## src/rtl/disk_dma_seq.sv

```systemverilog
module disk_dma_seq #(
  parameter int ADDR_W = 32,
  parameter int LEN_W  = 16,
  parameter int CNT_W  = 16,
  parameter int LBA_W  = 32,
  parameter int SIZE_W = 32,
  parameter int OFF_W  = 48
) (
  input  logic              clk,
  input  logic              rst_n,
  input  logic              start,
  input  logic              is_optical,
  input  logic [1:0]        cmd_kind,
  input  logic [CNT_W-1:0]  sector_count,
  input  logic [SIZE_W-1:0] packet_size,
  input  logic [LBA_W-1:0]  cur_sector,
  input  logic [LBA_W-1:0]  lba,
  output logic              kick,
  output logic              active,
  input  logic              chunk_valid,
  input  logic [ADDR_W-1:0] chunk_addr,
  input  logic [LEN_W-1:0]  chunk_len,
  output logic              chunk_ready,
  output logic              paused,
  output logic              req_valid,
  output logic [1:0]        req_op,
  output logic [ADDR_W-1:0] req_addr,
  output logic [LEN_W-1:0]  req_len,
  output logic [OFF_W-1:0]  req_offset,
  input  logic              req_ack,
  input  logic              req_err,
  output logic              dma_end,
  output logic              disk_irq,
  output logic              cmd_ok,
  output logic              cmd_err
);
  localparam int REM_W = SIZE_W + 1;
  localparam logic [1:0] OP_READ = 2'd0, OP_COPY = 2'd3;

  logic             opt_q, nonblk_q, copy_q;
  logic [1:0]       kind_q;
  logic [LBA_W-1:0] base_q;
  logic [REM_W-1:0] rem_q;
  logic [SIZE_W-1:0] idx_q;

  wire rem_le0   = rem_q[REM_W-1] | (rem_q == '0);
  wire take      = chunk_valid && !req_valid && !start;
  wire [REM_W-1:0] len_ext = REM_W'(chunk_len);
  wire [LEN_W-1:0] copy_len = (rem_q < len_ext) ? rem_q[LEN_W-1:0] : chunk_len;
  wire [OFF_W-1:0] base_ext = OFF_W'(base_q);
  wire [OFF_W-1:0] off_now  = (opt_q ? (base_ext << 11) : (base_ext << 9)) + OFF_W'(idx_q);

  assign chunk_ready = take && active;

  always_ff @(posedge clk) begin
    if (!rst_n) begin
      opt_q <= 1'b0; nonblk_q <= 1'b0; copy_q <= 1'b0; kind_q <= '0;
      base_q <= '0; rem_q <= '0; idx_q <= '0; active <= 1'b0; kick <= 1'b0;
      paused <= 1'b0; req_valid <= 1'b0; req_op <= '0; req_addr <= '0;
      req_len <= '0; req_offset <= '0; dma_end <= 1'b0; disk_irq <= 1'b0;
      cmd_ok <= 1'b0; cmd_err <= 1'b0;
    end else begin
      kick <= 1'b0; paused <= 1'b0; dma_end <= 1'b0;
      disk_irq <= 1'b0; cmd_ok <= 1'b0; cmd_err <= 1'b0;
      if (start && !req_valid) begin
        opt_q    <= is_optical;
        kind_q   <= cmd_kind;
        base_q   <= is_optical ? lba : cur_sector;
        nonblk_q <= is_optical && (&lba);
        rem_q    <= is_optical ? REM_W'(packet_size) : REM_W'({sector_count, 9'd0});
        idx_q    <= '0;
        active   <= 1'b1;
        kick     <= 1'b1;
      end else if (take && !active) begin
        paused <= 1'b1;
      end else if (take) begin
        if (rem_le0) begin
          dma_end  <= 1'b1;
          active   <= 1'b0;
          disk_irq <= !opt_q;
          cmd_ok   <= opt_q;
        end else if (chunk_len == '0) begin
          dma_end <= 1'b1;
        end else if (nonblk_q) begin
          req_valid  <= 1'b1;
          copy_q     <= 1'b1;
          req_op     <= OP_COPY;
          req_addr   <= chunk_addr;
          req_len    <= copy_len;
          req_offset <= '0;
        end else if (!opt_q && kind_q == 2'd3) begin
          cmd_err <= 1'b1;
          dma_end <= 1'b1;
          active  <= 1'b0;
        end else begin
          req_valid  <= 1'b1;
          copy_q     <= 1'b0;
          req_op     <= opt_q ? OP_READ : kind_q;
          req_addr   <= chunk_addr;
          req_len    <= chunk_len;
          req_offset <= off_now;
          rem_q      <= rem_q - len_ext;
          idx_q      <= idx_q + SIZE_W'(chunk_len);
        end
      end else if (req_valid && req_ack) begin
        req_valid <= 1'b0;
        dma_end   <= 1'b1;
        if (req_err) begin
          cmd_err <= 1'b1;
          active  <= 1'b0;
        end else if (copy_q) begin
          cmd_ok <= 1'b1;
          active <= 1'b0;
        end else if (rem_le0) begin
          disk_irq <= !opt_q;
          cmd_ok   <= opt_q;
          active   <= 1'b0;
        end
      end
    end
  end

  a_r1_kick_with_active: assert property (@(posedge clk) disable iff (!rst_n)
    kick |-> active);
  a_r2_pause_no_request: assert property (@(posedge clk) disable iff (!rst_n)
    paused |-> !req_valid);
  a_r3_request_held: assert property (@(posedge clk) disable iff (!rst_n)
    req_valid && !req_ack |=> req_valid && $stable(req_offset) && $stable(req_len) && $stable(req_op));
  a_r7_irq_clears_active: assert property (@(posedge clk) disable iff (!rst_n)
    disk_irq |-> !active && dma_end);
  a_r10_one_outcome: assert property (@(posedge clk) disable iff (!rst_n)
    $onehot0({disk_irq, cmd_ok, cmd_err}));
  a_r12_outcome_ends_dma: assert property (@(posedge clk) disable iff (!rst_n)
    (cmd_ok || cmd_err) |-> dma_end && !active);
endmodule

```

## config.mk

```make
export PLATFORM = sky130hd
export DESIGN_NAME = disk_dma_seq
export DESIGN_NICKNAME = d
export VERILOG_FILES = /design/src/rtl/disk_dma_seq.sv
export SDC_FILE = /design/constraint.sdc
export NUM_CORES = 1
export LEC_CHECK = 0
export ABC_AREA = 1
export BUFFER_PORTS_ARGS = -buffer_cell sky130_fd_sc_hd__buf_2
export CORE_ASPECT_RATIO = 1.25
export CORE_MARGIN = 4
export CORE_UTILIZATION = 51
export CTS_CLUSTER_DIAMETER = 30
export DETAILED_ROUTE_END_ITERATION = 6
export PLACE_DENSITY = 0.77
export SYNTH_ARGS = -nofsm -noshare
export SYNTH_HDL_FRONTEND = slang
export SYNTH_SLANG_ARGS = --single-unit
export TNS_END_PERCENT = 5
```

## constraint.sdc

```tcl
create_clock -name clk -period 2.95 [get_ports clk]
set_input_delay 0.295 -clock clk [delete_from_list [all_inputs] [get_ports clk]]
set_output_delay 0.295 -clock clk [all_outputs]
set_load 0.05 [all_outputs]
```

Word level (Yosys, flattened, before mapping) --
Cells that the tools add are included.
Cells by class: reduce and logical (&&, ||, !) cells 26, add/sub/neg operators 3, order comparisons 1, mux-type cells 62, eq/ne operators 13, bitwise logic cells 8
Operators by type and width (number):
- $mux 33 | 7
- $mux 32 | 4
- $mux 48 | 2
- $mux 16 | 3
- $add 43x32->44 | 1
- $mux 43 | 1
- $mux 1 | 42
- $logic_not 33->1 | 1
- $lt 33x16->1 | 1
- $sub 33x16->33 | 1
- $add 32x16->32 | 1
- $reduce_and 32->1 | 1
- $reduce_and 6->1 | 5
- $logic_not 16->1 | 1
- $ne 2x2->1 const B | 6
- $logic_and 1x1->1 | 8
- $not 1->1 | 7
- $mux 2 | 3
- $reduce_bool 5->1 | 1
- $logic_not 1->1 | 4
- $ne 2x1->1 const B | 2
- $ne 4x2->1 const B | 1
- $ne 4x3->1 const B | 1
- $ne 4x4->1 const B | 1
- other kinds (7) | 8
Storage, ports and cells: register bits 208, output and inout port bits 107, logic and storage cells 132, bits of input ports 169

Logic depth before layout (Yosys ltp) --
Gate-level depths: netlist (run 1).
depth after elaboration 9, mapped depth 20, mapped depth without buffers 16

Worst setup path before layout (run 1) --
OpenSTA, ideal clock, no wires.
path type flip-flop to flip-flop, from register opt_q, to register req_offset[29], buffers on the path 4, setup time 132 ps, stages on the path, launching flop included 20, arrival 2678 ps, period minus slack after synthesis 2810 ps, setup slack 140 ps, required time 2818 ps, cell sequence dfxtp_1 > buf_4 > buf_2 > clkbuf_1 > clkbuf_1 > nor2_1 > ha_1 > fa_1 > nand2_1 > nand3_1 > nand3_1 > nand2_1 > nand2_1 > nand2_1 > nand2_1 > nand2_1 > nor2_1 > nor2_1 > nand2_1 > a21oi_1
On the way: cells in the longest elaborated chain, start to end 4, elaborated cells on any way between the ends 8, classes of those cells add/sub: 1; eq/ne: 1; mux: 3; reduce/logical: 3
RTL lines:
- start, declared | RTL line 40 | logic opt_q, nonblk_q, copy_q;
- start signal, assigned | RTL line 66 | opt_q <= is_optical;
- $mux 43 / $logic_not 1->1 (equally long branches) | RTL line 51, 91
- $add 43x32->44 / $logic_and 1x1->1 (equally long branches) | RTL line 51, 91
- $mux 48 / $ne 2x2->1 (equally long branches)
- $mux 48 / $reduce_and 6->1 (equally long branches)
- end signal, assigned | RTL line 101 | req_offset <= off_now;
- end, declared | RTL line 29 | output logic [OFF_W-1:0] req_offset,
Several ways; a longest one is shown, not always the timed one. The select of a mux whose other input is x is not followed. A chain may end at the register's enable or synchronous reset.

Final worst setup path (run 1) --
from register opt_q, to register req_offset[41]
Same word-level chain as after synthesis.

==> summary.txt, run 1 <==
Route
  • Ratio of routed vias to standard cells: about 5.4
  • Vias after detailed routing: around 16000
  • Aggregate routed wire length: about 49 mm
  • Number of iterations in the first detailed-routing pass: 5
  • Count of unresolved DRC violations after routing: 0
  • Antenna-violating nets left: 0
  • DRC violation total after the first TritonRoute iteration: between 1000 and 1500
  • Wire per inst: ~16 µm

Floorplan
  • Chip width: roughly 160 µm
  • Floorplan die area: around 31000 µm²
  • Initial cell density of the core: about half
  • I/O pin count: roughly 280
  • Core Footprint: around 28000 µm²
  • Vert. Die Dim: 195.1 µm
  • Number of standard-cell rows in the floorplan: 68

Setup path
  • Arrival time at the worst endpoint: 2890 ps
  • Critical path data required time: around 3300 ps
  • Setup crit end kind: flip-flop
  • Maximum net fanout on the critical path: 34
  • Startpoint type of the worst setup path: flip-flop
  • Path type of the worst setup path: flip-flop to flip-flop

Yosys
  • Yosys cell types: 50
  • Number of synthesized flops with an enable pin: 0
  • Most frequent cells after synthesis: sky130_fd_sc_hd__nand2_1, sky130_fd_sc_hd__inv_1, sky130_fd_sc_hd__nor2_1
  • Main area contributors after synthesis: sky130_fd_sc_hd__dfxtp_1, sky130_fd_sc_hd__nand2_1, sky130_fd_sc_hd__inv_1, sky130_fd_sc_hd__nor2_1, sky130_fd_sc_hd__nand3_1
  • Count leader, synth: sky130_fd_sc_hd__nand2_1
  • Top cell type's share of synthesized area: between 20% and 30%
  • Post-synthesis async set-or-reset flop share: 0%
  • Flop and latch count out of synthesis: between 200 and 250
  • Mean cell area of the mapped netlist: 6.040 µm²
  • Synthesized area: around 14000 µm²
  • Sequential area share after synthesis: 28.60%
  • Number of standard cells after synthesis: around 2400
  • Cell taking the most area after synthesis: sky130_fd_sc_hd__dfxtp_1
  • Most used flip-flop cell after synthesis: sky130_fd_sc_hd__dfxtp_1
  • Synth Warn #: 0

Global route
  • Initial antenna violation count: 0
  • Total congestion overflow after global routing: 0
  • Global-route total usage across every layer: 31.11%
  • Global-route wire length before repair: 77.82 mm
  • Met3 Resource Use GR: 4.168%
  • Vias in the first global route: ~15000
  • Global routing usage on met1: 37.93%
  • Largest net degree at the start of global routing: 63
  • Layer carrying the most global-route usage: met2
  • Met2 track demand over resource in global routing: 54.34%

Clock tree
  • Number of H-tree branching levels: 2
  • Clock slew at the register clock pins of the worst setup and hold paths: 50 ps
  • Later-pin clock latency in the skew report: roughly 550 ps
  • Clock tree from TritonCTS: done
  • Number of buffers inserted to repair setup after CTS: 0
  • Cts bufs inserted: 42
  • Clock buffer depth: 3
  • Sink Count: 204
  • Clock root buffer: sky130_fd_sc_hd__clkbuf_16

STA
  • Min Clock Period, post-route: around 2500 ps
  • Upper clock frequency limit: 0.3981 GHz
  • Final TNS setup: 0 ps
  • Normalized max-slew margin: around 45%
  • Worst-margin pin slew: ~830 ps
  • Final worst-path cycle share: approximately 85%
  • Final Max Slew Viols: 0
  • Final Hold Vio Count: 0
  • Count of final setup violators: 0
  • Setup repair after global routing missed its margin: false
  • Final clock skew: 31.60 ps

Layout
  • Syn-to-layout area delta: 22.98%
  • Share of layout cells above drive strength 1: between 10% and 20%
  • Fill cells: between 2000 and 3000
  • Ant. Diodes: 0
  • Number of nets in the finished design: ~2900
  • Cell Count, Final, Fillers Out: ~3000

Place
  • Detailed placement HPWL: roughly 38 mm
  • Port Buffers: between 200 and 300
  • Post-placement cell count: 2930
  • Placer's final routability congestion estimate: 0.9922

Pwr
  • Leakage dissipation: between 8 and 9 nW
  • Worst-case vdd ir drop: approximately 0.00039 V
  • P per Cell Area: 570.7 nW/µm²

Run
  • MaxCap Viol Count: 0

Status
  • Outcome: finished clean

Worst hold path
  • Hold Crit Class: input port to flip-flop
power breakdown:
part           switching [mW]  leakage (nW)  internal [mW]
sequential              0.138          1.66           2.91
clock                    1.69         0.711           3.23
combinational            1.38          6.56          0.674
routing by layer:
| layer | wire length, µm | up-vias |
|---|---|---|
| li1 | - | 8101 |
| met1 | 20310 | 7388 |
| met2 | 24040 | 582 |
| met3 | 2852 | 130 |
| met4 | 2215 | 0 |
| met5 | 0 | - |
sequential cells by signal, indices dropped and copies added (netlist names), 2 cells and up:
name and cells:
req_len 16, kind_q 2, req_offset 44, idx_q 32
req_addr 32, rem_q 33, req_op 2, base_q 32
what timing repair did:
| action | CTS | global route |
|---|---|---|
| hold endpoints to repair | 20 | 0 |
| setup endpoints to repair | 0 | 2 |
| hold buffers | 20 | 0 |
| resized for setup | 0 | 1 |
cells by family after synthesis:
group	synth area share, %
buffers and inverters	11.33
AO/OA/AOI/OAI	13.52
XOR/XNOR	1.350
adder cells (fa/ha/maj)	5.241
multiplexers	2.243
flip-flops	28.60
AND/OR/NAND/NOR	37.68
other	0.02627
final timing paths:
kind / from / end / slack (ps) / depth (start not counted)
worst max-delay path: opt_q$_SDFFE_PN0P_ / req_offset[41]$_SDFFE_PN0P_ / 440 / 13
worst max register to register: opt_q$_SDFFE_PN0P_ / req_offset[41]$_SDFFE_PN0P_ / 440 / 13
worst min-delay path: chunk_addr[8] / req_addr[8]$_SDFFE_PN0P_ / 20 / 3
worst min register to register: req_offset[22]$_SDFFE_PN0P_ / req_offset[22]$_SDFFE_PN0P_ / 460 / 2
through the flow:
stage	cell area [µm²]	setup WS (ps)	total power [mW]	util [%]	hold WS, ps
global placement	15880	321.1	5.060	57.44	448.8
finish	17560	438.1	10.02	63.50	17.94
global route	17560	173.7	10.46	63.50	14.34
CTS	17560	260.0	10.05	63.49	0.9053
detailed placement	15880	247.8	5.093	57.44	454.8
floorplan	14290	140.1	4.503	-	407.7
cell usage in the layout (no fill, tap or decap), types with 11 or more instances in the layout:
cell type	n
sky130_fd_sc_hd__nand2_1	762
sky130_fd_sc_hd__o22ai_1	33
sky130_fd_sc_hd__buf_4	21
sky130_fd_sc_hd__xnor2_1	11
sky130_fd_sc_hd__nor3_1	19
sky130_fd_sc_hd__nor2_1	288
sky130_fd_sc_hd__a22oi_1	11
sky130_fd_sc_hd__clkbuf_16	43
sky130_fd_sc_hd__o21ai_0	106
sky130_fd_sc_hd__nand4_1	28
sky130_fd_sc_hd__a21oi_1	146
sky130_fd_sc_hd__buf_2	271
sky130_fd_sc_hd__o21a_1	18
sky130_fd_sc_hd__nand2_2	14
sky130_fd_sc_hd__mux2i_1	32
sky130_fd_sc_hd__nand3_1	152
sky130_fd_sc_hd__inv_1	300
sky130_fd_sc_hd__xor2_1	11
sky130_fd_sc_hd__dfxtp_1	203
sky130_fd_sc_hd__dlygate4sd3_1	20
sky130_fd_sc_hd__ha_1	55
layout make-up:
class	count	area [µm²]	share of cell area [%]
repair buffers	316	1794	10.22
flip-flops and latches	204	4088	23.28
multi-input cells	1768	8594	48.95
well taps	350	437.9	2.494
clock buffers	50	1132	6.449
clock inverters	26	340.3	1.938
inverters	312	1171	6.670
critical path, cell delays in order, from the launching register on:
cell	delay, ps
sky130_fd_sc_hd__dfxtp_4	550
sky130_fd_sc_hd__o21ai_0	180
sky130_fd_sc_hd__ha_1	420
sky130_fd_sc_hd__nand2_1	170
sky130_fd_sc_hd__nor2_1	170
sky130_fd_sc_hd__inv_1	110
sky130_fd_sc_hd__nor2_1	100
sky130_fd_sc_hd__nand2_1	60
sky130_fd_sc_hd__nand2_1	180
sky130_fd_sc_hd__nand2_1	110
sky130_fd_sc_hd__nand2_1	110
sky130_fd_sc_hd__nand3_1	70
sky130_fd_sc_hd__nand3_1	70
sky130_fd_sc_hd__a21oi_1	60
Power figures use the tool's default switching activity.
==> run 2, diff against run 1 <==
--- a/config.mk
+++ b/config.mk
@@ -12,7 +12,7 @@
 export CORE_UTILIZATION = 51
 export CTS_CLUSTER_DIAMETER = 30
 export DETAILED_ROUTE_END_ITERATION = 6
-export PLACE_DENSITY = 0.77
+export PLACE_DENSITY_LB_ADDON = 0.05
 export SYNTH_ARGS = -nofsm -noshare
 export SYNTH_HDL_FRONTEND = slang
 export SYNTH_SLANG_ARGS = --single-unit
==> run 2 against run 1 <==
Net effect: largest cell class unchanged; register-to-register slack worse by 20 ps; worst hold slack about the same; critical path depth down 2; global-route usage up 0.82 points; cell area up 1.9%; die area unchanged; final cell count up 1.4%; clock power up 5.5%; clock-buffer cell count up 5; fmax down 0.90%; sequential cell count unchanged.
==> summary.txt, run 2 (same netlist as run 1, synthesis figures left out) <==
Route
  • Number of iterations in the first detailed-routing pass: 7
  • Count of unresolved DRC violations after routing: 0
  • Aggregate routed wire length: 50.61 mm
  • Wire per inst: approximately 17 µm
  • Vias after detailed routing: 16140
  • Antenna-violating nets left: 0
  • DRC violation total after the first TritonRoute iteration: ~1200
  • Ratio of routed vias to standard cells: ~5.3

STA
  • Normalized max-slew margin: roughly half
  • Worst hold slack after final layout: about 18 ps
  • Final worst-path cycle share: between 80% and 90%
  • Final TNS setup: 0 ps
  • Upper clock frequency limit: approximately 0.39 GHz
  • Setup repair after global routing missed its margin: false
  • Final clock skew: around 25 ps
  • Final Max Slew Viols: 0
  • Min Clock Period, post-route: 2535 ps
  • Count of final setup violators: 0
  • Final Hold Vio Count: 0
  • Worst setup slack after layout: 415.4 ps
  • Worst-margin pin slew: between 700 and 800 ps

Setup path
  • Setup crit end kind: flip-flop
  • Path type of the worst setup path: flip-flop to flip-flop
  • Critical path data required time: 3420 ps
  • Maximum net fanout on the critical path: 32
  • Arrival time at the worst endpoint: about 3000 ps
  • Startpoint type of the worst setup path: flip-flop

Layout
  • Top Registers: req_offset (44), rem_q (33)
  • Most common cell after layout, fill and taps aside: sky130_fd_sc_hd__nand2_1
  • Fill cells: 2649
  • Number of nets in the finished design: between 2000 and 3000
  • Total non-filler cell area in the finished layout: 17890 µm²
  • Register containing the most flip-flops in the final layout: req_offset
  • Number of flip-flops in the largest register: 44
  • Share of layout cells above drive strength 1: between 10% and 20%
  • Area used by multi-input combinational logic: approximately 8600 µm²
  • Syn-to-layout area delta: 25.30%
  • Leading cell types in the layout, fill and taps excluded: sky130_fd_sc_hd__nand2_1, sky130_fd_sc_hd__inv_1, sky130_fd_sc_hd__nor2_1, sky130_fd_sc_hd__buf_2, sky130_fd_sc_hd__dfxtp_1
  • Cell Count, Final, Fillers Out: 3067
  • Area taken by flip-flops and latches: 4088 µm²
  • End-of-flow core utilization: approximately 65%

Pwr
  • Worst-case vdd ir drop: a little over 0.0004 V
  • P per Cell Area: 577.4 nW/µm²
  • Total power: 10.33 mW
  • Leakage dissipation: just over 9 nW

Clock tree
  • Clock tree from TritonCTS: done
  • Clock buffer depth: 3
  • Cts bufs inserted: 48
  • Later-pin clock latency in the skew report: 550 ps
  • Sink Count: a little over 200
  • Number of H-tree branching levels: 2
  • Number of buffers inserted to repair setup after CTS: 0
  • Clock root buffer: sky130_fd_sc_hd__clkbuf_16
  • Clock slew at the register clock pins of the worst setup and hold paths: about 50 ps

Place
  • Port Buffers: between 200 and 300
  • Placer's final routability congestion estimate: between 1 and 1.5
  • DP Area: approximately 16000 µm²
  • Setup slack at placement: between 200 and 300 ps
  • Detailed placement HPWL: approximately 39 mm
  • Post-placement cell count: slightly below 3000

Floorplan
  • Floorplan die area: around 30000 µm²
  • Core Footprint: ~28000 µm²
  • Number of standard-cell rows in the floorplan: 68
  • I/O pin count: roughly 280
  • Chip width: ~160 µm
  • Initial cell density of the core: roughly half
  • Vert. Die Dim: 195.1 µm

Global route
  • Largest net degree at the start of global routing: 60
  • Vias in the first global route: approximately 16000
  • Total congestion overflow after global routing: 0
  • Global-route total usage across every layer: between 30% and 40%
  • Global-route wire length before repair: between 70 and 80 mm
  • Initial antenna violation count: 1

Run
  • MaxCap Viol Count: 0

Status
  • Outcome: finished clean

Worst hold path
  • Hold Crit Class: input port to flip-flop
[run 2: power breakdown]
part / internal, mW / switching, mW / leakage [nW] / total [mW]
registers: 2.92 / 0.136 / 1.66 / 3.05
logic: 0.691 / 1.39 / 6.66 / 2.08
clock network: 3.38 / 1.82 / 0.751 / 5.19
[run 2: repair_timing]
action                                 4_1_cts  5_1_grt
gates resized for setup                      0        2
endpoints found under the hold margin       42        0
hold buffers                                42        0
setup endpoints to repair                    0        3
[run 2: layout make-up]
| class | count | area share, % |
|---|---|---|
| inverter | 312 | 6.546 |
| clock buffer | 55 | 7.092 |
| antenna | 1 | 0.01399 |
| sequential | 204 | 22.85 |
| multi-input combinational | 1768 | 48.04 |
| clock inverter | 35 | 1.839 |
| timing repair buffer | 342 | 11.17 |
| tap | 350 | 2.448 |
[run 2: worst paths after layout]
path,slack [ps],cells past startpoint,end,startpoint
max reg2reg,420,11,req_offset[36]$_SDFFE_PN0P_,opt_q$_SDFFE_PN0P_
max,420,11,req_offset[36]$_SDFFE_PN0P_,opt_q$_SDFFE_PN0P_
min,20,3,base_q[30]$_SDFFE_PN0P_,cur_sector[30]
min reg2reg,460,2,req_addr[25]$_SDFFE_PN0P_,req_addr[25]$_SDFFE_PN0P_
[run 2: critical path, cell delays in order, from the launching register on]
cell,delay (ps)
sky130_fd_sc_hd__dfxtp_4,470
sky130_fd_sc_hd__buf_6,270
sky130_fd_sc_hd__o21ai_0,140
sky130_fd_sc_hd__ha_1,380
sky130_fd_sc_hd__a21oi_1,230
sky130_fd_sc_hd__a21boi_0,290
sky130_fd_sc_hd__nor2_1,80
sky130_fd_sc_hd__a21oi_1,240
sky130_fd_sc_hd__nand2_1,90
sky130_fd_sc_hd__nand2_1,60
sky130_fd_sc_hd__nand3_1,60
sky130_fd_sc_hd__a21oi_1,130
[run 2: metal layers]
layer / share of wire (%) / global-route usage [%]
met1: 40 / 38.34
met2: 49 / 55.85
met3: 6.0 / 5.032
met4: 4.3 / 13.64
met5: 0 / 0
==> run 3, diff against run 2 <==
--- a/config.mk
+++ b/config.mk
@@ -6,12 +6,12 @@
 export NUM_CORES = 1
 export LEC_CHECK = 0
 export ABC_AREA = 1
-export BUFFER_PORTS_ARGS = -buffer_cell sky130_fd_sc_hd__buf_2
 export CORE_ASPECT_RATIO = 1.25
 export CORE_MARGIN = 4
-export CORE_UTILIZATION = 51
+export CORE_UTILIZATION = 59
 export CTS_CLUSTER_DIAMETER = 30
 export DETAILED_ROUTE_END_ITERATION = 6
+export DONT_BUFFER_PORTS = 1
 export PLACE_DENSITY_LB_ADDON = 0.05
 export SYNTH_ARGS = -nofsm -noshare
 export SYNTH_HDL_FRONTEND = slang
==> run 3 against run 2 <==
Net effect: worst setup slack lost 130 ps; first-iteration DRC count fell by 2.5%; die area shrank 13%; via count decreased by 0.73%; global-route usage rose by 5.6 points; clock skew is 7.4 ps lower; final cell count decreased by 8.2%; non-clock buffer count is 210 lower; highest routed layer unchanged.
==> summary.txt, run 3 (same netlist as run 1, synthesis figures left out) <==
Status
  • Outcome: finished clean

STA
  • Count of final setup violators: 0
  • Min Clock Period, post-route: approximately 2700 ps
  • Worst setup slack after layout: roughly 280 ps
  • Final clock skew: roughly 18 ps
  • Normalized max-slew margin: between 30% and 40%
  • Setup repair after global routing missed its margin: false
  • Upper clock frequency limit: 0.3747 GHz
  • Final worst-path cycle share: 90.47%
  • Final TNS setup: 0 ps
  • Worst hold slack after final layout: ~13 ps
  • Final Max Slew Viols: 0
  • Final Hold Vio Count: 0
  • Worst-margin pin slew: approximately 910 ps

Run
  • MaxCap Viol Count: 0

Floorplan
  • Core Footprint: around 24000 µm²
  • Floorplan die area: about 27000 µm²
  • Initial cell density of the core: between 50% and 60%
  • Vert. Die Dim: 181.9 µm
  • I/O pin count: roughly 280
  • Chip width: around 150 µm
  • Number of standard-cell rows in the floorplan: between 60 and 70

Clock tree
  • Clock tree from TritonCTS: done
  • Number of resized instances in the post-cts repair step: 0
  • Number of H-tree branching levels: 2
  • Number of buffers inserted to repair setup after CTS: 0
  • Cts bufs inserted: 42
  • Clock root buffer: sky130_fd_sc_hd__clkbuf_16
  • Sink Count: slightly above 200
  • Clock buffer depth: 3
  • Later-pin clock latency in the skew report: between 500 and 600 ps
  • Clock slew at the register clock pins of the worst setup and hold paths: 50 ps

Global route
  • Global-route total usage across every layer: 37.49%
  • Largest net degree at the start of global routing: 76
  • Initial antenna violation count: 0
  • Total congestion overflow after global routing: 0
  • Vias in the first global route: between 15000 and 20000
  • Global-route wire length before repair: 81.23 mm

Setup path
  • Slowest stage cell, crit path: sky130_fd_sc_hd__dfxtp_2
  • WP buf/inv: 2
  • Path type of the worst setup path: flip-flop to flip-flop
  • Crit path largest cell delay: 560 ps
  • Crit-path leading delay family: simple AND/OR/NAND/NOR gates
  • Setup crit end kind: flip-flop
  • Cell repeated most along the worst path: sky130_fd_sc_hd__nand2_1
  • Critical path data required time: roughly 3300 ps
  • Startpoint type of the worst setup path: flip-flop
  • Cells along the critical path: buf_12, o21ai_0, ha_1, nand2_1, nor2_1, inv_1, nor3_1, nand2_1, nand2_1, nand2_1, nand2_1, nand2_1, nand3_1, a21oi_1
  • Arrival time at the worst endpoint: about 3000 ps
  • Maximum net fanout on the critical path: 30

Route
  • Wire per inst: 18.46 µm
  • Aggregate routed wire length: ~52 mm
  • Vias after detailed routing: between 15000 and 20000
  • DRC violation total after the first TritonRoute iteration: roughly 1200
  • Count of unresolved DRC violations after routing: 0
  • Number of iterations in the first detailed-routing pass: 6
  • Ratio of routed vias to standard cells: around 5.7
  • Antenna-violating nets left: 0

Layout
  • Number of flip-flops in the largest register: 44
  • Cell Count, Final, Fillers Out: between 2000 and 3000
  • Share of layout cells above drive strength 1: about 6.3%
  • Top Registers: req_offset (44), rem_q (33)
  • Syn-to-layout area delta: 19.92%
  • Register containing the most flip-flops in the final layout: req_offset
  • Number of nets in the finished design: ~2700
  • Ant. Diodes: 0
  • Leading cell types in the layout, fill and taps excluded: sky130_fd_sc_hd__nand2_1, sky130_fd_sc_hd__inv_1, sky130_fd_sc_hd__nor2_1, sky130_fd_sc_hd__dfxtp_1, sky130_fd_sc_hd__nand3_1
  • Most common cell after layout, fill and taps aside: sky130_fd_sc_hd__nand2_1

Place
  • Post-placement cell count: about 2600
  • Setup slack at placement: around 350 ps
  • Detailed placement HPWL: between 30 and 40 mm
  • Port Buffers: 0
  • Placer's final routability congestion estimate: between 0.9 and 1

Pwr
  • Leakage dissipation: just over 8 nW
  • P per Cell Area: a little under 600 nW/µm²
  • Worst-case vdd ir drop: 0.0007333 V
  • Total power: 10.21 mW

Worst hold path
  • Hold Crit Class: input port to flip-flop
## run 3: changes by cell type in the layout (fill, tap and decap cells not counted), sizes merged
cell,previous run,this run
clkinv,15,8
inv,317,313
dlygate4sd3,42,107
clkbuf,55,51
diode,1,0
buf,300,24
clkinvlp,12,9
bufinv,3,8
## run 3: stage by stage
stage,area [µm²],util (%)
4_1_cts,17100,71.82
6_report,17120,71.92
3_3_place_gp,14480,60.83
2_1_floorplan,14290,-
3_5_place_dp,14480,60.83
5_1_grt,17120,71.92
## run 3: routing by layer
metal	GRT usage (%)	up-vias	wire (µm)
met3	7.039	259	4244
met2	64.61	867	24700
met4	22.83	0	3882
met1	42.86	7159	19180
li1	-	7737	-
met5	0	-	0
## run 3: worst reg2reg max path: stages, from the launching register on
cell and delay, ps:
sky130_fd_sc_hd__dfxtp_2 560, sky130_fd_sc_hd__buf_12 220, sky130_fd_sc_hd__o21ai_0 130, sky130_fd_sc_hd__ha_1 380, sky130_fd_sc_hd__nand2_1 140, sky130_fd_sc_hd__nor2_1 170
sky130_fd_sc_hd__inv_1 80, sky130_fd_sc_hd__nor3_1 130, sky130_fd_sc_hd__nand2_1 60, sky130_fd_sc_hd__nand2_1 210, sky130_fd_sc_hd__nand2_1 110, sky130_fd_sc_hd__nand2_1 80
sky130_fd_sc_hd__nand2_1 50, sky130_fd_sc_hd__nand3_1 120, sky130_fd_sc_hd__a21oi_1 80
## run 3: final timing paths
| path | startpoint | end | slack [ps] | cells after the start |
|---|---|---|---|---|
| max | opt_q$_SDFFE_PN0P_ | req_offset[38]$_SDFFE_PN0P_ | 280 | 14 |
| min | lba[20] | base_q[20]$_SDFFE_PN0P_ | 10 | 2 |
| max reg2reg | opt_q$_SDFFE_PN0P_ | req_offset[38]$_SDFFE_PN0P_ | 280 | 14 |
| min reg2reg | copy_q$_SDFFE_PN0P_ | copy_q$_SDFFE_PN0P_ | 480 | 2 |
## run 3: final cells by class
| class | count | area, µm² |
|---|---|---|
| multi-input cells | 1768 | 8594 |
| repair buffers | 132 | 1339 |
| clock buffers | 50 | 1142 |
| clock inverters | 26 | 382.9 |
| flip-flops and latches | 204 | 4085 |
| fillers | 2027 | 6684 |
| well taps | 325 | 406.6 |
| inverters | 312 | 1171 |
## run 3: repair_timing
action                                  CTS  global route
hold buffers                            108             0
endpoints found under the hold margin   120             0
endpoints found under the setup margin    0             1
## run 3: power breakdown
group	switching [mW]	internal, mW	leakage, nW
Clock	1.67	3.47	0.719
Combinational	1.21	0.668	5.71
Sequential	0.277	2.91	1.66
Total	3.16	7.06	8.09
